File: config.mk
export PLATFORM = sky130hd
export DESIGN_NAME = pwm_ovr_top
export DESIGN_NICKNAME = d
export VERILOG_FILES = /design/src/rtl/pwm_ovr_pkg.sv /design/src/rtl/pwm_ovr_fault_sel.sv /design/src/rtl/pwm_ovr_pin_drv.sv /design/src/rtl/pwm_ovr_top.sv
export SDC_FILE = /design/constraint.sdc
export NUM_CORES = 1
export LEC_CHECK = 0
export BUFFER_PORTS_ARGS = -buffer_cell sky130_fd_sc_hd__buf_4
export CORE_AREA = 4 4 72 74
export DETAILED_ROUTE_END_ITERATION = 8
export DIE_AREA = 0 0 76 78
export PLACE_DENSITY = 0.85
export SYNTH_ARGS = -nofsm -noshare
export SYNTH_HDL_FRONTEND = slang
export SYNTH_SLANG_ARGS = --single-unit
File: constraint.sdc
create_clock -name vclk -period 1.3
set_input_delay 0.065 -clock vclk [all_inputs]
set_output_delay 0.065 -clock vclk [all_outputs]
set_load 0.02 [all_outputs]
File: src/rtl/pwm_ovr_pkg.sv
package pwm_ovr_pkg;
  localparam int unsigned CH_PER_SUB = 3;
  localparam int unsigned FS_W       = 2;

  typedef enum logic [FS_W-1:0] {
    FS_LOW   = 2'b00,
    FS_HIGH  = 2'b01,
    FS_REL_A = 2'b10,
    FS_REL_B = 2'b11
  } fs_code_e;
endpackage

File: src/rtl/pwm_ovr_fault_sel.sv
module pwm_ovr_fault_sel #(
  parameter int unsigned NUM_FAULT = 8
) (
  input  logic [NUM_FAULT-1:0] flt_act_i,
  input  logic [NUM_FAULT-1:0] mask_i,
  output logic                 hit_o
);
  assign hit_o = |(flt_act_i & mask_i);
endmodule

File: src/rtl/pwm_ovr_pin_drv.sv
module pwm_ovr_pin_drv
  import pwm_ovr_pkg::*;
(
  input  logic            raw_i,
  input  logic            hit_i,
  input  logic [FS_W-1:0] code_i,
  input  logic            pol_i,
  output logic            pin_o,
  output logic            oe_o
);
  logic lvl;
  always_comb begin
    lvl  = raw_i;
    oe_o = 1'b1;
    if (hit_i) begin
      unique case (fs_code_e'(code_i))
        FS_LOW:  lvl = 1'b0;
        FS_HIGH: lvl = 1'b1;
        default: begin
          lvl  = 1'b0;
          oe_o = 1'b0;
        end
      endcase
    end
    // polarity applies to driven levels only; a released pad stays 0
    pin_o = oe_o ? (lvl ^ pol_i) : 1'b0;
  end
endmodule

File: src/rtl/pwm_ovr_top.sv
module pwm_ovr_top
  import pwm_ovr_pkg::*;
#(
  parameter int unsigned NUM_SUB   = 4,
  parameter int unsigned NUM_FAULT = 8,
  localparam int unsigned NUM_OUT  = NUM_SUB * CH_PER_SUB
) (
  input  logic [NUM_OUT-1:0]           pwm_raw_i,
  input  logic [NUM_FAULT-1:0]         flt_raw_i,
  input  logic [NUM_FAULT-1:0]         flt_hold_i,
  input  logic [NUM_OUT*NUM_FAULT-1:0] dis_mask_i,
  input  logic [NUM_OUT*FS_W-1:0]      fs_code_i,
  input  logic [NUM_OUT-1:0]           pol_inv_i,
  output logic [NUM_OUT-1:0]           pin_o,
  output logic [NUM_OUT-1:0]           pin_oe_o
);
  // raw input bypasses filter and clock
  logic [NUM_FAULT-1:0] flt_act;
  assign flt_act = flt_raw_i | flt_hold_i;

  for (genvar s = 0; s < NUM_SUB; s++) begin : g_sub
    for (genvar c = 0; c < CH_PER_SUB; c++) begin : g_ch
      localparam int unsigned O = s * CH_PER_SUB + c;
      logic hit;

      pwm_ovr_fault_sel #(.NUM_FAULT(NUM_FAULT)) u_sel (
        .flt_act_i (flt_act),
        .mask_i    (dis_mask_i[O*NUM_FAULT +: NUM_FAULT]),
        .hit_o     (hit)
      );

      pwm_ovr_pin_drv u_drv (
        .raw_i  (pwm_raw_i[O]),
        .hit_i  (hit),
        .code_i (fs_code_i[O*FS_W +: FS_W]),
        .pol_i  (pol_inv_i[O]),
        .pin_o  (pin_o[O]),
        .oe_o   (pin_oe_o[O])
      );
    end
  end
endmodule

Word level (Yosys, flattened, before mapping)

Cells that the tools add are included.

Add/subtract/negate cells: 0
Muxes and demuxes: 60
Div/mod/pow operators: 0
Reductions and logical operators: 36
Bitwise operators: 25
Eq/ne operators: 12
Multiply operators: 0
Shift-type cells: 0
Order comparisons: 0

Operators by type and width:

| kind               | count |
|---|---|
| $and 8x8->8        | 12 |
| $reduce_or 8->1    | 12 |
| $mux 1             | 60 |
| $eq 2x1->1 const B | 12 |
| $logic_not 2->1    | 12 |
| $reduce_or 2->1    | 12 |
| $xor 1x1->1        | 12 |
| $or 8x8->8         | 1 |

Bits in writable memories: 0
Memories: 0
Bits of input ports: 160
Latch bits: 0
Bits in registers: 0
Logic and storage cells: 133
ROM bits: 0
Output and inout port bits: 24

Logic depth before layout (Yosys ltp)

Depth after elaboration: 6
Mapped depth: 6

By module

From an unflattened synthesis, not the netlist that was laid out.

Cell total of the unflattened synthesis: 128
Area total of the unflattened synthesis: 890.9 µm²

Modules (own cells, without submodules):

| module            | area an instance (µm²) | times used | cells each | sequential area each (µm²) |
|---|---|---|---|---|
| pwm_ovr_fault_sel | 36.3                   | 12         | 5          | 0.0 |
| pwm_ovr_pin_drv   | 33.8                   | 12         | 5          | 0.0 |
| pwm_ovr_top       | 50.0                   | 1          | 8          | 0.0 |

Least setup slack after synthesis

Ideal clock, no wire load.

Kind: input port to output port
From: input port flt_hold_i[1]
To: output port pin_o[0]
Data required time: 1.235 ns
Path slack: -0.058 ns
Arrival time: 1.293 ns
Path buffers: 2
Stages: 6
Cells stage by stage: or2_1 -> buf_2 -> a22oi_1 -> and4_1 -> mux2_1 -> buf_4

Word-level cells in the longest chain between the ends: 6
Elaborated cells between the ends (all ways): 7
Those cells by class: 3 x mux; 3 x bitwise; 1 x reduce/logical

Ends and longest elaborated chain:

| what              | RTL line               | RTL |
|---|---|---|
| start, declared   | pwm_ovr_top.sv:10      | `input logic [NUM_FAULT-1:0] flt_hold_i,` |
| $or 8x8->8 *      | pwm_ovr_top.sv:19      | `assign flt_act = flt_raw_i \| flt_hold_i;` |
| $and 8x8->8 *     | pwm_ovr_fault_sel.sv:8 | `assign hit_o = \|(flt_act_i & mask_i);` |
| $reduce_or 8->1 * | pwm_ovr_fault_sel.sv:8 |  |
| $mux 1            | pwm_ovr_pin_drv.sv:15  | `if (hit_i) begin` |
| $xor 1x1->1       | pwm_ovr_pin_drv.sv:26  | `pin_o = oe_o ? (lvl ^ pol_i) : 1'b0;` |
| $mux 1 *          | pwm_ovr_pin_drv.sv:26  |  |
| end, declared     | pwm_ovr_top.sv:14      | `output logic [NUM_OUT-1:0] pin_o,` |

Every way passes the cells marked *; elsewhere a longest branch is shown, timed or not.

Worst setup path after layout

From: input port flt_raw_i[2]
To: output port pin_o[11]

Word-level cells in the longest chain between the ends: 6
Elaborated cells between the ends (all ways): 7
Those cells by class: 3 x mux; 3 x bitwise; 1 x reduce/logical

Ends and longest elaborated chain:

| what              | RTL line               | RTL |
|---|---|---|
| start, declared   | pwm_ovr_top.sv:9       | `input logic [NUM_FAULT-1:0] flt_raw_i,` |
| $or 8x8->8 *      | pwm_ovr_top.sv:19      |  |
| $and 8x8->8 *     | pwm_ovr_fault_sel.sv:8 |  |
| $reduce_or 8->1 * | pwm_ovr_fault_sel.sv:8 |  |
| $mux 1            | pwm_ovr_pin_drv.sv:15  |  |
| $xor 1x1->1       | pwm_ovr_pin_drv.sv:26  |  |
| $mux 1 *          | pwm_ovr_pin_drv.sv:26  |  |

Marks and branches as above.

==> reports/results.ini <==
[floorplan]
die_y_um=78
die_x_um=76
coreArea_mm2=0.004598
initial_core_util=0.2751
num_rows=25
io-pin-count=184
dieArea_mm2=0.005928

[power_and_ir_drop]
p_int_w=0.0006749
p_sw_w=0.0004273
power.leakage_nw=1.456
comb_power_share=1.000
power_frac_seq=0
ir_worst_vdd_mv=0.1828
switching_share=0.3877
power_density_mw_per_mm2=359.4
clkPwrFrac=0

[synthesis]
postSynthAreaPerCell_um2=7.666
synth_cell_types=21
yosysTopAreaCell=a22oi_1
synth_warnings=0
synthesis.area_mm2=0.001265
synth.most_common_cell=a22oi_1
synthCells=165
syn_nets=325
synthTopCellsByArea=a22oi_1, buf_4, mux2_1
netlist_top_cells_count=a22oi_1, buf_4, nand2b_1
synth_top_cell_area_share=0.2611
ys_seq_area_frac=0

[global_route]
grt_max_degree=13
grtUsageTotal=0.2117
grt_pass1_vias=2194
grt_antenna_before_repair=0
grt_pass1_wl_um=10300
overflow=0

[sta]
min_period_ns=1.503
worst_pin_slew_ns=0.2911
rsz0062_at_grt=yes
min_period_over_period=1.156
max_slew_margin=0.8053
hold_violations=0
layout_setup_ws_ns=-0.2033
slew_violations=0
fmax_mhz=665.2
final-setup-viol-count=13

[layout]
design.seq.count=0
final_util=0.6669
num-fill-cells=361
drive_gt1_frac=0.8187
nNetsFinal=493
num_antenna_cells=0
multi_input_area_mm2=0.001391
area_growth_pct=142.4
seqCellArea_um2=0
clock_buffers=0
final_cell_area_mm2=0.003067

[critical_path]
worstPathArrival_ns=1.44
critPathLaunchType=input pin
cp.required_ns=1.24
path_max_fanout=5
endpoint_kind=output pin
critical_path_class=input pin to output pin
startpoint=flt_raw_i[2]

[drt]
dr.pass1.iters=4
via_per_inst=5.260
num_vias=2025
ant_nets=0
drcViolationCount=0
routed_wirelength_um=7513
drt-wirelength-per-cell_um=19.51
drt_iter0_drc=42

[hold_path]
worstHoldEndpoint=pin_oe_o[6]
hold_path_depth=3
hp-class=input pin to output pin
hold_start=fs_code_i[13]

[place]
place_hpwl_um=5650
dpl_cell_area_mm2=0.002613
globalplace.congestion=0.8350
portBuffers=184

[clock_tree]
hold_buffers=0

[run_status]
violations=setup timing
status=complete, but fails checks

[flow_run]
drv_cap=0

-- area by class of cell --
class / count / area share
Multi-Input combinational cell: 136 / 0.4537
Timing Repair Buffer: 195 / 0.5243
Tap cell: 54 / 0.02203
-- layout by cell type, fill, tap and decap left out --
cell / count
and4_1: 4
buf_6: 35
nor2_1: 11
a22o_4: 2
a2111oi_4: 1
nand4_1: 1
buf_12: 1
o32ai_1: 1
nand2b_1: 8
xor2_1: 11
o21ai_0: 4
xnor2_1: 11
buf_4: 159
a22oi_2: 37
o31ai_4: 1
a22oi_1: 7
nor3b_1: 2
and4_4: 7
nand2b_4: 6
mux2_4: 11
or2_4: 11
-- cells by family after synthesis --
group | count (synthesis) | synth area share
AO/OA/AOI/OAI | 53 | 0.3324
XOR/XNOR | 22 | 0.1523
buffers and inverters | 32 | 0.1810
multiplexers | 11 | 0.09792
AND/OR/NAND/NOR | 47 | 0.2364
-- metrics by stage --
stage                     hold WS (ns)  TNS (ns)  setup WS [ns]  instances  total power [W]
after floorplan                 0.3018  -0.02109      -0.002109        165        0.0004522
after global routing            0.4050    -2.590        -0.2313        385         0.001173
final                           0.3941    -1.973        -0.2033        385         0.001102
after global placement          0.4049    -4.195        -0.3258        381        0.0008769
after detailed placement        0.4055    -4.461        -0.3358        381        0.0008962
after CTS                       0.4055    -1.784        -0.1636        382         0.001021
-- power groups by stage --
stage                     combinational (W)  sequential (W)  clock (W)
after global placement             0.000877               0          0
final                               0.00110               0          0
after floorplan                    0.000452               0          0
after CTS                           0.00102               0          0
after global routing                0.00117               0          0
after detailed placement           0.000896               0          0
-- layer usage --
layer | up-vias | share of wire | track usage | wire length, um
met4 | 0 | 0.0069 | 0.04804 | 52
li1 | 942 | - | - | -
met3 | 6 | 0.068 | 0.05336 | 513
met5 | - | 0 | 0 | 0
met2 | 111 | 0.58 | 0.4298 | 4324
met1 | 966 | 0.35 | 0.2097 | 2622
-- how the worst max path moves through the flow --
stage                      endpoint  cells past startpoint
after floorplan            pin_o[0]                      6
after global placement     pin_o[6]                      6
after detailed placement  pin_o[11]                      6
after CTS                  pin_o[5]                      7
after global routing      pin_o[11]                      7
final                     pin_o[11]                      7
-- critical path, stage by stage --
cell and delay [ns]:
buf_6 0.09, or2_4 0.25, buf_6 0.14, a22oi_2 0.18, and4_4 0.27, mux2_4 0.30
buf_6 0.13
-- repair_timing --
action                     4_1_cts  5_1_grt
gates resized for setup         65       33
cloned                           1        2
pin swaps                       26       11
setup endpoints to repair       24       23
buffers inserted                 0        1
Power figures use the tool's default switching activity.
